### src/rtl/ntg_pkg.sv
package ntg_pkg;
  localparam int unsigned DW = 64;
  localparam int unsigned AW = 8;

  localparam logic [AW-1:0] OFF_CTRL  = 8'h20;
  localparam logic [AW-1:0] OFF_ICTL  = 8'h58;
  localparam logic [AW-1:0] OFF_PAGE  = 8'h60;
  localparam logic [AW-1:0] OFF_NOTIF = 8'h68;
  localparam logic [AW-1:0] OFF_IVT   = 8'h70;
  localparam logic [AW-1:0] OFF_LEVEL = 8'h78;

  // LSB-based positions of MSB-first numbered fields
  localparam int unsigned ICTL_METHOD = DW - 1 - 0;
  localparam int unsigned ICTL_RESET  = DW - 1 - 1;
  localparam int unsigned PAGE_64K    = DW - 1 - 1;
  localparam int unsigned PAGE_EN     = DW - 1 - 63;
  localparam int unsigned NOTIF_VLD   = DW - 1 - 63;
  localparam int unsigned CTRL_EOI    = DW - 1 - 12;
  localparam int unsigned IVT_SHIFT   = 32;

  typedef struct packed {
    logic [DW-1:0] addr;
    logic [DW-1:0] data;
  } store_t;
endpackage

### src/rtl/ntg_regs.sv
module ntg_regs
  import ntg_pkg::*;
#(
  parameter int unsigned NSRC = 20
) (
  input  logic            clk_i,
  input  logic            rst_ni,
  input  logic            we_i,
  input  logic [AW-1:0]   addr_i,
  input  logic [DW-1:0]   wdata_i,
  input  logic [NSRC-1:0] level_i,
  output logic [DW-1:0]   rdata_o,
  output logic            method_o,
  output logic [DW-1:0]   notif_o,
  output logic [DW-IVT_SHIFT-1:0] ivt_off_o,
  output logic            src_rst_o,
  output logic            page_64k_o,
  output logic            map_o,
  output logic            unmap_o,
  output logic            store_eoi_o
);
  logic [DW-1:0] ctrl_q, ictl_q, page_q, notif_q, ivt_q, lvl_rd;
  logic          rst_q, map_q, unmap_q;

  always_comb begin
    lvl_rd = '0;
    for (int n = 0; n < int'(NSRC); n++) lvl_rd[DW-1-n] = level_i[n];
  end

  always_ff @(posedge clk_i or negedge rst_ni) begin
    if (!rst_ni) begin
      ctrl_q <= '0; ictl_q <= '0; page_q <= '0; notif_q <= '0; ivt_q <= '0;
      rst_q <= 1'b0; map_q <= 1'b0; unmap_q <= 1'b0;
    end else begin
      rst_q   <= 1'b0;
      map_q   <= 1'b0;
      unmap_q <= 1'b0;
      if (we_i) begin
        unique case (addr_i)
          OFF_CTRL:  ctrl_q <= wdata_i;
          OFF_ICTL: begin
            ictl_q <= wdata_i;
            rst_q  <= wdata_i[ICTL_RESET];
          end
          OFF_PAGE: begin
            page_q  <= wdata_i;
            map_q   <= wdata_i[PAGE_EN] & ~page_q[PAGE_EN];
            unmap_q <= ~wdata_i[PAGE_EN] & page_q[PAGE_EN];
          end
          OFF_NOTIF: notif_q <= wdata_i;
          OFF_IVT:   ivt_q   <= wdata_i;
          default: ;
        endcase
      end
    end
  end

  always_comb begin
    unique case (addr_i)
      OFF_CTRL:  rdata_o = ctrl_q;
      OFF_ICTL:  rdata_o = ictl_q;
      OFF_PAGE:  rdata_o = page_q;
      OFF_NOTIF: rdata_o = notif_q;
      OFF_IVT:   rdata_o = ivt_q;
      OFF_LEVEL: rdata_o = lvl_rd;
      default:   rdata_o = '1;
    endcase
  end

  assign method_o    = ictl_q[ICTL_METHOD];
  assign notif_o     = notif_q;
  assign ivt_off_o   = ivt_q[DW-1:IVT_SHIFT];
  assign src_rst_o   = rst_q;
  assign page_64k_o  = page_q[PAGE_64K];
  assign map_o       = map_q;
  assign unmap_o     = unmap_q;
  assign store_eoi_o = ctrl_q[CTRL_EOI];

  assert_map_excl_R10: assert property (@(posedge clk_i) disable iff (!rst_ni)
    !(map_o && unmap_o));
  assert_rst_pulse_R9: assert property (@(posedge clk_i) disable iff (!rst_ni)
    src_rst_o |=> !src_rst_o || $past(we_i && addr_i == OFF_ICTL));
endmodule

### src/rtl/ntg_level.sv
module ntg_level #(
  parameter int unsigned NSRC = 20
) (
  input  logic            clk_i,
  input  logic            rst_ni,
  input  logic [NSRC-1:0] src_i,
  input  logic [NSRC-1:0] chk_i,
  input  logic            method_i,
  input  logic [NSRC-1:0] clr_i,
  output logic [NSRC-1:0] level_o,
  output logic [NSRC-1:0] pend_o,
  output logic [NSRC-1:0] chk_o,
  output logic            merr_o
);
  logic [NSRC-1:0] level_q, pend_q, chk_q, fire;
  logic            merr_q;

  assign fire = method_i ? '0 : (src_i & ~level_q);

  always_ff @(posedge clk_i or negedge rst_ni) begin
    if (!rst_ni) begin
      level_q <= '0; pend_q <= '0; chk_q <= '0; merr_q <= 1'b0;
    end else begin
      if (!method_i) level_q <= src_i;
      pend_q <= (pend_q & ~clr_i) | fire;
      chk_q  <= (chk_q & ~clr_i) | (fire & chk_i);
      merr_q <= method_i && (src_i != level_q);
    end
  end

  assign level_o = level_q;
  assign pend_o  = pend_q;
  assign chk_o   = chk_q;
  assign merr_o  = merr_q;

  assert_frozen_R8: assert property (@(posedge clk_i) disable iff (!rst_ni)
    method_i |=> $stable(level_q));
  assert_one_clr_R7: assert property (@(posedge clk_i) disable iff (!rst_ni)
    $onehot0(clr_i));
endmodule

### src/rtl/ntg_issue.sv
module ntg_issue
  import ntg_pkg::*;
#(
  parameter int unsigned NSRC    = 20,
  parameter int unsigned CHK_BIT = 31
) (
  input  logic            clk_i,
  input  logic            rst_ni,
  input  logic [NSRC-1:0] pend_i,
  input  logic [NSRC-1:0] chk_i,
  input  logic [DW-1:0]   notif_i,
  input  logic [DW-IVT_SHIFT-1:0] ivt_off_i,
  input  logic            ack_i,
  input  logic            err_i,
  output logic [NSRC-1:0] clr_o,
  output logic            req_o,
  output store_t          st_o,
  output logic            err_o
);
  localparam int unsigned IW = (NSRC > 1) ? $clog2(NSRC) : 1;

  logic          req_q, err_q, pick;
  store_t        st_q, st_n;
  logic [IW-1:0] idx;
  logic [DW-1:0] chk_word;

  always_comb begin
    idx = '0;
    for (int i = int'(NSRC) - 1; i >= 0; i--) if (pend_i[i]) idx = IW'(i);
  end

  assign pick = !req_q && (pend_i != '0);

  always_comb begin
    clr_o = '0;
    if (pick) clr_o[idx] = 1'b1;
  end

  assign chk_word  = chk_i[idx] ? (DW'(1) << CHK_BIT) : '0;
  assign st_n.addr = notif_i & ~(DW'(1) << NOTIF_VLD);
  assign st_n.data = DW'(ivt_off_i) | DW'(idx) | chk_word;

  always_ff @(posedge clk_i or negedge rst_ni) begin
    if (!rst_ni) begin
      req_q <= 1'b0; err_q <= 1'b0; st_q <= '0;
    end else if (req_q) begin
      if (ack_i) begin
        req_q <= 1'b0;
        if (err_i) err_q <= 1'b1;
      end
    end else if (pick && notif_i[NOTIF_VLD]) begin
      req_q <= 1'b1;
      st_q  <= st_n;
    end
  end

  assign req_o = req_q;
  assign st_o  = st_q;
  assign err_o = err_q;

  assert_hold_R6: assert property (@(posedge clk_i) disable iff (!rst_ni)
    req_o && !ack_i |=> req_o && $stable(st_o));
  assert_sticky_R6: assert property (@(posedge clk_i) disable iff (!rst_ni)
    err_o |=> err_o);
  assert_valid_R5: assert property (@(posedge clk_i) disable iff (!rst_ni)
    $rose(req_o) |-> $past(notif_i[NOTIF_VLD]));
endmodule

### src/rtl/irq_trig_notify.sv
module irq_trig_notify
  import ntg_pkg::*;
#(
  parameter int unsigned NSRC    = 20,
  parameter int unsigned CHK_BIT = 31
) (
  input  logic            clk_i,
  input  logic            rst_ni,
  input  logic [NSRC-1:0] src_level_i,
  input  logic [NSRC-1:0] src_chk_i,
  input  logic            reg_we_i,
  input  logic [AW-1:0]   reg_addr_i,
  input  logic [DW-1:0]   reg_wdata_i,
  output logic [DW-1:0]   reg_rdata_o,
  output logic            st_req_o,
  output logic [DW-1:0]   st_addr_o,
  output logic [DW-1:0]   st_data_o,
  input  logic            st_ack_i,
  input  logic            st_err_i,
  output logic            err_o,
  output logic            method_err_o,
  output logic            src_rst_o,
  output logic            page_64k_o,
  output logic            map_o,
  output logic            unmap_o,
  output logic            store_eoi_o
);
  logic [NSRC-1:0] level, pend, chk, clr;
  logic            method;
  logic [DW-1:0]   notif;
  logic [DW-IVT_SHIFT-1:0] ivt_off;
  store_t          st;

  ntg_regs #(.NSRC(NSRC)) u_regs (
    .clk_i, .rst_ni, .we_i(reg_we_i), .addr_i(reg_addr_i), .wdata_i(reg_wdata_i),
    .level_i(level), .rdata_o(reg_rdata_o), .method_o(method), .notif_o(notif),
    .ivt_off_o(ivt_off), .src_rst_o, .page_64k_o, .map_o, .unmap_o, .store_eoi_o
  );

  ntg_level #(.NSRC(NSRC)) u_level (
    .clk_i, .rst_ni, .src_i(src_level_i), .chk_i(src_chk_i), .method_i(method),
    .clr_i(clr), .level_o(level), .pend_o(pend), .chk_o(chk), .merr_o(method_err_o)
  );

  ntg_issue #(.NSRC(NSRC), .CHK_BIT(CHK_BIT)) u_issue (
    .clk_i, .rst_ni, .pend_i(pend), .chk_i(chk), .notif_i(notif), .ivt_off_i(ivt_off),
    .ack_i(st_ack_i), .err_i(st_err_i), .clr_o(clr), .req_o(st_req_o), .st_o(st),
    .err_o
  );

  assign st_addr_o = st.addr;
  assign st_data_o = st.data;
endmodule

### config.mk
export PLATFORM = sky130hd
export DESIGN_NAME = irq_trig_notify
export DESIGN_NICKNAME = d
export VERILOG_FILES = /design/src/rtl/ntg_pkg.sv /design/src/rtl/ntg_regs.sv /design/src/rtl/ntg_level.sv /design/src/rtl/ntg_issue.sv /design/src/rtl/irq_trig_notify.sv
export SDC_FILE = /design/constraint.sdc
export NUM_CORES = 1
export LEC_CHECK = 0
export ABC_AREA = 1
export ABC_CLOCK_PERIOD_IN_PS = 2800
export BUFFER_PORTS_ARGS = -buffer_cell sky130_fd_sc_hd__clkbuf_2
export CAP_MARGIN = 5
export CELL_PAD_IN_SITES_DETAIL_PLACEMENT = 0
export CELL_PAD_IN_SITES_GLOBAL_PLACEMENT = 1
export CORE_MARGIN = 5
export CORE_UTILIZATION = 43
export CTS_CLUSTER_SIZE = 25
export DETAILED_ROUTE_END_ITERATION = 6
export HOLD_SLACK_MARGIN = 0.05
export PLACE_DENSITY_LB_ADDON = 0.1
export SLEW_MARGIN = 10
export SYNTH_ARGS = -nofsm -noshare
export SYNTH_HDL_FRONTEND = slang
export SYNTH_SLANG_ARGS = --single-unit
### constraint.sdc
create_clock -name clk_i -period 2.8 [get_ports clk_i]
set_clock_uncertainty 0.2 [all_clocks]
set_input_delay 0.56 -clock clk_i [delete_from_list [all_inputs] [get_ports clk_i]]
set_output_delay 0.56 -clock clk_i [all_outputs]
set_load 0.01 [all_outputs]
# ---- After elaboration in Yosys (flattened, before gate mapping)
# Index checks and enable logic that the tools add are counted.
dict set report word_totals {
  latch_bits 0
  mem_bits_ro 0
  memories 0
  ram_bits 0
  ff_bits 513
  word_cells 90
}
dict set report op_classes {
  n_bitwise 15
  n_mul 0
  mux 37
  n_reduce_logical 13
  n_lt_le_gt_ge 2
  shifts 0
  div_mod_pow 0
  eq_ne 7
  n_addsub 0
}
# cell n
set op_table {}
lappend op_table {{64-bit one-hot mux with 6 select lines} 1}
lappend op_table {{5-bit 2-to-1 mux} 20}
lappend op_table {{20-bit AND} 4}
lappend op_table {{64-bit bitwise OR} 1}
lappend op_table {{8-bit by 7-bit equality test with 1-bit output, second input constant} 5}
lappend op_table {{20-bit 2-to-1 mux} 2}
lappend op_table {{20-bit NOT} 2}
lappend op_table {{20-bit bitwise OR} 2}
lappend op_table {{32-bit 2-to-1 mux} 1}
lappend op_table {{32-bit by 5-bit bitwise OR with 32-bit output} 1}
lappend op_table {{20-bit != test} 1}
lappend op_table {{20-bit nonzero test} 1}
lappend op_table {{2-bit AND reduction} 6}
lappend op_table {{1-bit 2-to-1 mux} 11}
lappend op_table {{8-bit by 6-bit equality test with 1-bit output, second input constant} 1}
lappend op_table {{5-bit by 6-bit < comparator with 1-bit output, second input constant} 1}
lappend op_table {{1-bit binary-select mux with 5-bit select} 1}
lappend op_table {{1-bit demux with 5-bit select} 1}
lappend op_table {{5-bit by 1-bit greater-or-equal comparator with 1-bit output, second input constant} 1}
lappend op_table {{1-bit logical AND} 4}
lappend op_table {{1-bit NOT} 3}
lappend op_table {{3-bit AND reduction} 1}
lappend op_table {{1-bit AND} 2}
lappend op_table {{1-bit logical NOT} 1}

# ---- Logic depth before layout (Yosys ltp)
# Gate-level depths: netlist (run 1).
dict set report logic_depth {
  ltp_word 28
  depth_mapped 28
  ltp_nobuf 28
}

# ---- Cells and area by module
# A second synthesis (run 1) with hierarchy kept.
dict set report unflattened {
  cells_unflattened 2857
  area_unflattened_um2 22781.8
}
# mod area_each_um2 instances cells_each
set modules_own_cells {}
lappend modules_own_cells {ntg_regs 15406.0 1 1971}
lappend modules_own_cells {ntg_issue 4556.9 1 597}
lappend modules_own_cells {ntg_level 2819.0 1 289}

# ---- Worst setup path after synthesis (run 1)
# Ideal clock, no wire load.
dict set report synth_path {
  path_kind {input -> output}
  startpoint {in reg_addr_i[1]}
  endpoint {out reg_rdata_o[17]}
  arrival_ns 2.035
  slack_ns 0.005
  cell_stages 10
  t_required_ns 2.040
  cell_sequence {or2_2 -> nor3_2 -> nand2_1 -> inv_1 -> clkbuf_1 -> buf_1 -> nand2_1 -> o21ai_0 -> a221oi_1 -> nand3_1}
}
dict set report synth_between {
  elab_chain_len 2
  elab_cells_between_ends 7
  cone_classes {eq/ne: 6; mux: 1}
}
# element line_no
set synth_lines {}
lappend synth_lines {{start, declared} irq_trig_notify.sv:12} ;# input logic [AW-1:0] reg_addr_i,
lappend synth_lines {{8-bit by 7-bit equality test with 1-bit output or 8-bit by 6-bit equality test with 1-bit output (tied branches)} ntg_regs.sv:59} ;# unique case (addr_i)
lappend synth_lines {{64-bit one-hot mux with 6 select lines (*)} ntg_regs.sv:59}
lappend synth_lines {{end, declared} irq_trig_notify.sv:14} ;# output logic [DW-1:0] reg_rdata_o,
# Mark *: on every way between the ends. The rest lies on a longest branch, timed or not.

# ---- Final worst setup path (run 1)
dict set report layout_path {
  startpoint {in reg_addr_i[0]}
  endpoint {out reg_rdata_o[63]}
}
# Same word-level chain as after synthesis.

==> qor.csv, run 1 <==
stage;metric;value;unit
power;p_total;16400;uW
clock_tree;tritoncts;done;
global_routing;gr-total-overflow;0;
synthesis;synth_enable_flop_cells;0;
clock_tree;worst_skew_pair.late_latency;0.59;ns
synthesis;top_cells_by_area_synth;sky130_fd_sc_hd__dfrtp_1 58%, sky130_fd_sc_hd__nand2_1 14%, sky130_fd_sc_hd__o21ai_0 11%;
route;drc;0;
floorplanning;core_region_area;47650;um^2
synthesis;synth_area;20700;um^2
clock_tree;clock_sinks;481;
sta;period_needed;2.978;ns
layout;layout.cells.most_common;sky130_fd_sc_hd__nand2_1;
critical_path;critical-path-max-stage-delay;0.25;ns
sta;fin_ws;-0.1776;ns
sta;finalCritPeriodShare;106.3;%
synthesis;post_synthesis_cells;2361;
sta;achievable-frequency;335.8;MHz
clock_tree;clock_path_buffers;3;
global_routing;grt_start_max_net_pins;85;
job;timing.max_cap.violations;0;
layout;layout.core_utilization;56.61;%
global_routing;antenna_found_initial;3;
synthesis;synth-seq-cells;481;
route;post_drt_via_cell_ratio;5.241;
sta;slew_viol_final;0;
critical_path;cp_data_arrival_time;2.22;ns
clock_tree;clk_root_buffer_cell;sky130_fd_sc_hd__clkbuf_16;
synthesis;largest_family_of_logic_cells_by_synthesized_area;simple AND/OR/NAND/NOR gates;
critical_path;timing.critical_path.cells;clkbuf_2 > or2_4 > nor3b_2 > buf_4 > nand3_4 > nor2_4 > inv_2 > nand3_4 > buf_8 > buf_12 > o2111ai_2 > buf_4;
synthesis;yosysTopAreaCellShare;58.15;%
critical_path;critical_path_peak_fanout;5;
layout;area_growth_syn_to_layout;30.31;%
floorplanning;io-pin-count;317;
synthesis;yosys_warnings;0;
clock_tree;cts-buffers-inserted;52;
power;vdd.ir_drop.worst;0.0004970;V
critical_path;req_time_crit_path;2.04;ns
route;drtAntennaViolNets;0;
sta;rsz0062_at_grt;true;
placement;place_area;23480;um^2
critical_path;crit_path_top_delay_cell;sky130_fd_sc_hd__or2_4;
global_routing;gr-usage-all-layers;24.43;%
power;power_density;607.9;nW/um^2
placement;place_worst_setup_slack;-0.2942;ns
placement;total_half_perimeter_wirelength_after_legalization_and_detailed_placement;44.57;mm
route;wl_per_cell;19.90;um
floorplanning;horizontal_extent_of_the_die;229.4;um
route;num_vias;17680;
synthesis;syn-mean-instance-area;8.767;um^2
synthesis;share_of_the_yosys_chip_area_belonging_to_registers;58.15;%
synthesis;synthArstFlopShare;100.0;%
synthesis;share_of_the_synthesized_area_in_compound_gates_ao_oa_aoi_oai;14.70;%
min_path;hold_path_class;in2reg;
layout;final.fill_count;4330;
route;routed_wirelength;67.16;mm
floorplanning;die_area;52620;um^2
sta;max_slew.worst_pin.slew;0.7927;ns
synthesis;post_synth_num_cell_types;38;
sta;setup_tns;-7.748;ns
status;status;finished, violations left;
critical_path;timing.setup.critical_path_class;in2out;
layout;most-common-layout-cells;771 x sky130_fd_sc_hd__nand2_1, 481 x sky130_fd_sc_hd__dfrtp_1, 426 x sky130_fd_sc_hd__o21ai_0, 247 x sky130_fd_sc_hd__clkbuf_2, 173 x sky130_fd_sc_hd__inv_1;
global_routing;grt_first_pass_wirelength;102.3;mm
layout;postLayoutCellArea;26970;um^2
clock_tree;count_of_h_tree_levels_built_during_cts;2;
global_routing;first_global_vias;17370;
synthesis;synth_top_area_cell;sky130_fd_sc_hd__dfrtp_1;
synthesis;synth-simple-area-share;18.78;%
floorplanning;initial_standard_cell_utilization_of_the_core;43.44;%
power;p_leak;0.01295;uW
route;number_of_violations_reported_at_the_end_of_detailed_routing_iteration_0;1447;
clock_tree;cts.clk_slew.worst_paths;0.06;ns
synthesis;synth_flop_cell;sky130_fd_sc_hd__dfrtp_1;
floorplanning;die_h;229.4;um
placement;place_congestion;0.8390;
sta;slew_headroom;47.15;%
floorplanning;number_of_rows_created_at_floorplan;80;
layout;nets;2858;
critical_path;setup.worst_path.start_class;input pin;
synthesis;synth_adder_area_share;1.209;%
sta;hold_violations;0;
route;detail_route.first_pass.iterations;5;
synthesis;post_synth_mux_area_share;0;%
placement;port-buffer-count;283;
synthesis;synth_xor_xnor_area_share;0;%
layout;drive_gt1_share;22.30;%
sta;setup_violations;64;
status;failed_checks;setup timing;
critical_path;worstSetupEndpointType;output pin;
[synthesized netlist by cell type, types with 2 or more instances]
| master | count |
|---|---|
| sky130_fd_sc_hd__nand4_1 | 30 |
| sky130_fd_sc_hd__nand3_2 | 2 |
| sky130_fd_sc_hd__inv_1 | 180 |
| sky130_fd_sc_hd__or2_2 | 2 |
| sky130_fd_sc_hd__nor3_1 | 5 |
| sky130_fd_sc_hd__dfrtp_1 | 481 |
| sky130_fd_sc_hd__nand2_4 | 4 |
| sky130_fd_sc_hd__inv_2 | 4 |
| sky130_fd_sc_hd__clkbuf_1 | 114 |
| sky130_fd_sc_hd__nand3_1 | 83 |
| sky130_fd_sc_hd__o22ai_1 | 22 |
| sky130_fd_sc_hd__nand2_1 | 788 |
| sky130_fd_sc_hd__ha_1 | 20 |
| sky130_fd_sc_hd__o21ai_0 | 435 |
| sky130_fd_sc_hd__nand2_2 | 3 |
| sky130_fd_sc_hd__o21ai_1 | 9 |
| sky130_fd_sc_hd__nor2_1 | 32 |
| sky130_fd_sc_hd__buf_2 | 15 |
| sky130_fd_sc_hd__a21oi_1 | 4 |
| sky130_fd_sc_hd__a221oi_1 | 64 |
| sky130_fd_sc_hd__buf_1 | 10 |
| sky130_fd_sc_hd__nor4_1 | 3 |
| sky130_fd_sc_hd__o21bai_1 | 2 |
| sky130_fd_sc_hd__a22o_1 | 3 |
| sky130_fd_sc_hd__buf_4 | 33 |
[report_power, final]
part | switching (uW) | internal [uW]
registers | 252 | 7360
clock network | 2790 | 3890
logic | 1340 | 760
[logic make-up (layout without fill, tap and decap cells)]
logic type	after synthesis	after routing
AND/OR/NAND/NOR	958	958
AO/OA/AOI/OAI	545	545
other	1	34
adder cells (fa/ha/maj)	20	20
flip-flops	481	481
buffers and inverters	356	721
[worst max-delay path, delay by kind of cell]
kind | cells | cell delay (ns)
compound gates | 1 | 0.12
buf+inv | 6 | 0.82
simple gates | 5 | 0.72
[cell type report]
| class | count | area [um^2] | area share (%) |
|---|---|---|---|
| flip-flops and latches | 481 | 12040 | 44.63 |
| multi-input cells | 1556 | 8138 | 30.17 |
| repair buffers | 445 | 3662 | 13.58 |
| clock buffers | 79 | 1554 | 5.761 |
| well taps | 615 | 769.5 | 2.853 |
| inverters | 184 | 706.9 | 2.621 |
| clock inverters | 12 | 95.09 | 0.3526 |
| repair inverters | 1 | 7.507 | 0.02783 |
| diodes | 1 | 2.502 | 0.009278 |
[worst paths after layout]
path,startpoint,endpoint,slack (ns),cells past startpoint
setup / recovery,reg_addr_i[0],reg_rdata_o[63],-0.18,12
setup reg to reg,u_level.pend_o[18]$_DFF_PN0_,u_level.chk_o[9]$_DFF_PN0_,0.06,25
hold reg to reg,u_regs.page_q[0]$_DFFE_PN0P_,u_regs.map_o$_DFF_PN0_,0.26,1
max in group asynchronous,rst_ni,u_regs.ivt_q[62]$_DFFE_PN0P_,1.23,3
hold / removal,reg_wdata_i[62],u_regs.src_rst_o$_DFF_PN0_,0.08,3
min in group asynchronous,rst_ni,u_issue.st_o[25]$_DFFE_PN0P_,0.34,2
[stage by stage]
| stage | hold slack, ns | std cells |
|---|---|---|
| finish | 0.07940 | 3374 |
| global route | 0.08214 | 3373 |
| CTS | 0.05398 | 3356 |
| detailed placement | 0.2432 | 3207 |
| global placement | 0.2461 | 3207 |
| floorplan | 0.06441 | 2393 |
[sequential cells by signal (all words and copies together) (netlist names), 20 cells and up]
register,flops
u_issue.st_o,95
u_regs.ctrl_q,64
u_regs.ictl_q,64
u_regs.ivt_q,64
u_regs.notif_o,64
u_regs.page_q,64
u_level.chk_o,20
u_level.level_o,20
u_level.pend_o,20
[metal layers]
layer | share of wire [%] | GRT usage (%) | vias to the layer above
met2 | 49 | 40.62 | 506
met5 | 0.037 | 0 | -
li1 | - | - | 8429
met3 | 6.2 | 4.880 | 82
met1 | 43 | 33.39 | 8661
met4 | 1.9 | 5.506 | 4
[timing repair]
item | in CTS | in global routing
buffers inserted | 12 | 11
resized for setup | 52 | 183
setup endpoints to repair | 64 | 85
gates cloned | 4 | 7
pin swaps | 6 | 26
hold buffers | 44 | 0
hold endpoints to repair | 96 | 0
(Power assumes the default switching activity.)
==> run 2: changes to the inputs <==
--- a/config.mk
+++ b/config.mk
@@ -5,15 +5,14 @@
 export SDC_FILE = /design/constraint.sdc
 export NUM_CORES = 1
 export LEC_CHECK = 0
-export ABC_AREA = 1
 export ABC_CLOCK_PERIOD_IN_PS = 2800
 export BUFFER_PORTS_ARGS = -buffer_cell sky130_fd_sc_hd__clkbuf_2
 export CAP_MARGIN = 5
 export CELL_PAD_IN_SITES_DETAIL_PLACEMENT = 0
 export CELL_PAD_IN_SITES_GLOBAL_PLACEMENT = 1
 export CORE_MARGIN = 5
-export CORE_UTILIZATION = 43
-export CTS_CLUSTER_SIZE = 25
+export CORE_UTILIZATION = 47
+export CTS_CLUSTER_SIZE = 10
 export DETAILED_ROUTE_END_ITERATION = 6
 export HOLD_SLACK_MARGIN = 0.05
 export PLACE_DENSITY_LB_ADDON = 0.1
==> qor.csv, run 2 <==
stage;metric;value;unit
layout;postLayoutCellArea;27110;um^2
critical_path;crit_path_frequent_cell;sky130_fd_sc_hd__buf_6;
layout;area_growth_syn_to_layout;28.00;%
route;drc;0;
power;power_density;672.6;nW/um^2
clock_tree;clock_sinks;481;
critical_path;critical-path-max-stage-delay;0.25;ns
global_routing;gr-total-overflow;0;
route;detail_route.first_pass.iterations;6;
synthesis;synth_top_area_cell;sky130_fd_sc_hd__dfrtp_1;
critical_path;crit_path_top_delay_cell;sky130_fd_sc_hd__nor4_4;
synthesis;synthArstFlopShare;100.0;%
critical_path;setup.worst_path.start_class;input pin;
clock_tree;cts-buffers-inserted;54;
global_routing;first_global_vias;15290;
sta;rsz0062_at_grt;true;
synthesis;yosys_warnings;0;
clock_tree;clock_path_buffers;3;
layout;drive_gt1_share;47.40;%
sta;whs;0.07722;ns
layout;layout.cells.most_common;sky130_fd_sc_hd__dfrtp_1;
clock_tree;count_of_h_tree_levels_built_during_cts;2;
layout;most-common-layout-cells;481 x sky130_fd_sc_hd__dfrtp_1, 419 x sky130_fd_sc_hd__mux2_2, 250 x sky130_fd_sc_hd__clkbuf_2, 79 x sky130_fd_sc_hd__nand2_1, 78 x sky130_fd_sc_hd__dlygate4sd3_1;
job;timing.max_cap.violations;0;
power;p_leak;0.01358;uW
route;wl_per_cell;23.72;um
placement;total_half_perimeter_wirelength_after_legalization_and_detailed_placement;40.29;mm
placement;place_area;23960;um^2
critical_path;timing.setup.critical_path_class;in2out;
synthesis;most_instantiated_cells_after_synthesis;481 x sky130_fd_sc_hd__dfrtp_1, 418 x sky130_fd_sc_hd__mux2_2, 83 x sky130_fd_sc_hd__nand2_1;
layout;nets;2106;
critical_path;critical_path_peak_fanout;4;
layout;layout.core_utilization;61.04;%
route;num_vias;14420;
synthesis;post_synth_num_cell_types;47;
placement;dp.cells;2404;
placement;place_worst_setup_slack;-0.2794;ns
floorplanning;die_h;222.3;um
floorplanning;number_of_rows_created_at_floorplan;77;
synthesis;syn-mean-instance-area;13.83;um^2
sta;period_needed;3.149;ns
route;post_drt_via_cell_ratio;5.613;
critical_path;req_time_crit_path;2.04;ns
min_path;hold_path_class;in2reg;
synthesis;yosysTopAreaCellShare;56.83;%
sta;setup_violations;65;
status;status;finished, violations left;
synthesis;share_of_the_yosys_chip_area_belonging_to_registers;56.83;%
synthesis;synth_enable_flop_cells;0;
floorplanning;die_area;49410;um^2
clock_tree;tritoncts;done;
synthesis;synth_area;21180;um^2
critical_path;cp_data_arrival_time;2.39;ns
global_routing;grt_first_pass_wirelength;93.78;mm
route;routed_wirelength;60.94;mm
route;number_of_violations_reported_at_the_end_of_detailed_routing_iteration_0;1171;
synthesis;synth_flop_cell;sky130_fd_sc_hd__dfrtp_1;
clock_tree;clk_root_buffer_cell;sky130_fd_sc_hd__clkbuf_16;
clock_tree;worst_skew_pair.late_latency;0.59;ns
sta;hold_violations;0;
placement;port-buffer-count;283;
layout;largest_register_ff_count;95;
floorplanning;core_region_area;44410;um^2
sta;finalCritPeriodShare;112.5;%
route;drtAntennaViolNets;0;
floorplanning;horizontal_extent_of_the_die;222.3;um
synthesis;top_cells_by_area_synth;sky130_fd_sc_hd__dfrtp_1 57%, sky130_fd_sc_hd__mux2_2 22%, sky130_fd_sc_hd__mux2_1 4.1%;
sta;max_slew.worst_pin.slew;0.8514;ns
sta;slew_viol_final;0;
global_routing;gr-usage-all-layers;24.09;%
status;failed_checks;setup timing;
global_routing;antenna_found_initial;0;
layout;layoutNonFillerInstCount;2569;
synthesis;post-synth-top-count-cell;sky130_fd_sc_hd__dfrtp_1;
power;vdd.ir_drop.worst;0.0005050;V
layout;n_antenna_cell;0;
floorplanning;io-pin-count;317;
critical_path;worstSetupEndpointType;output pin;
sta;fin_ws;-0.3492;ns
clock_tree;cts.clk_slew.worst_paths;0.05;ns
synthesis;synth-seq-cells;481;
synthesis;post_synthesis_cells;1531;
global_routing;grt_start_max_net_pins;103;
critical_path;timing.critical_path.cells;buf_6 > nor4_4 > buf_4 > nand3_4 > nor3b_4 > buf_6 > nor3_4 > nand2_2 > buf_6 > buf_12 > clkbuf_16 > nand3_2 > buf_6;
sta;slew_headroom;43.18;%
placement;place_congestion;0.8507;
floorplanning;initial_standard_cell_utilization_of_the_core;47.69;%
sta;achievable-frequency;317.5;MHz
## run 2: changes by cell type after synthesis, sizes merged, moves of 22 or more
cell    delta
mux2     +496
o22ai     -22
inv      -157
nand2    -710
o21ai    -433
a221oi    -58
mux2i     +22
clkbuf    -45
a222oi    +64
nand3     -38
nand4     -24
## run 2: logic make-up (layout without fill, tap and decap cells)
group                      count (synthesis)  count (layout)  synth area share, %
adders and majority gates                 20              20                1.182
muxes                                    518             518                27.41
DFF                                      481             481                56.83
buffers and inverters                    155             569                3.474
AOI/OAI and AO/OA                        157             157                6.640
other                                      1              33              0.01771
and+or+nand+nor                          199             199                4.443
## run 2: final timing paths
check / from / end / slack, ns / cells past startpoint
worst max-delay path: reg_addr_i[0] / reg_rdata_o[19] / -0.35 / 13
worst min-delay path: reg_wdata_i[58] / u_regs.ictl_q[58]$_DFFE_PN0P_ / 0.08 / 2
worst max register to register: u_level.pend_o[19]$_DFF_PN0_ / u_issue.st_o[31]$_DFFE_PN0P_ / -0.02 / 10
worst min register to register: u_issue.err_o$_DFFE_PN0P_ / u_issue.err_o$_DFFE_PN0P_ / 0.27 / 1
max in group asynchronous: rst_ni / u_issue.st_o[7]$_DFFE_PN0P_ / 1.26 / 4
min in group asynchronous: rst_ni / u_issue.st_o[27]$_DFFE_PN0P_ / 0.24 / 2
## run 2: area by class of cell
| type | count | area, um^2 |
|---|---|---|
| flip-flops and latches | 481 | 12040 |
| well taps | 592 | 740.7 |
| clock inverters | 3 | 33.78 |
| clock buffers | 61 | 1398 |
| fillers | 3536 | 17300 |
| repair buffers | 478 | 3831 |
| inverters | 27 | 101.3 |
| multi-input cells | 927 | 8969 |
## run 2: metal layers
metal / vias to the layer above / part of all wire [%] / GRT usage [%]
met3: 67 / 5.0 / 3.946
met2: 364 / 48 / 39.44
met5: - / 0 / 0
met4: 0 / 1.9 / 5.946
li1: 6479 / - / -
met1: 7509 / 45 / 33.92
## run 2: report_power, final
group	total [uW]	switching [uW]	internal, uW
sequential	8230	572	7660
combinational	3920	2010	1910
clock	6090	2620	3460
## run 2: metrics by stage
| stage | TNS, ns | total power, uW |
|---|---|---|
| 6_report | -18.88 | 18230 |
| 5_1_grt | -25.52 | 19130 |
| 4_1_cts | -12.82 | 18380 |
| 3_5_place_dp | -23.21 | 11970 |
| 3_3_place_gp | -26.08 | 11940 |
| 2_1_floorplan | -1.992 | 10230 |
## run 2: what timing repair did
item / in CTS / in global routing
cloned: 6 / 4
resized for setup: 51 / 86
endpoints found under the hold margin: 322 / 0
hold buffers: 78 / 0
pin swaps: 9 / 8
setup buffers: 8 / 8
endpoints found under the setup margin: 65 / 80
## run 2: critical path: cells and delay by family
| family | cells | cell delay, ns |
|---|---|---|
| AND/OR/NAND/NOR | 6 | 0.81 |
| buffers and inverters | 7 | 1.02 |
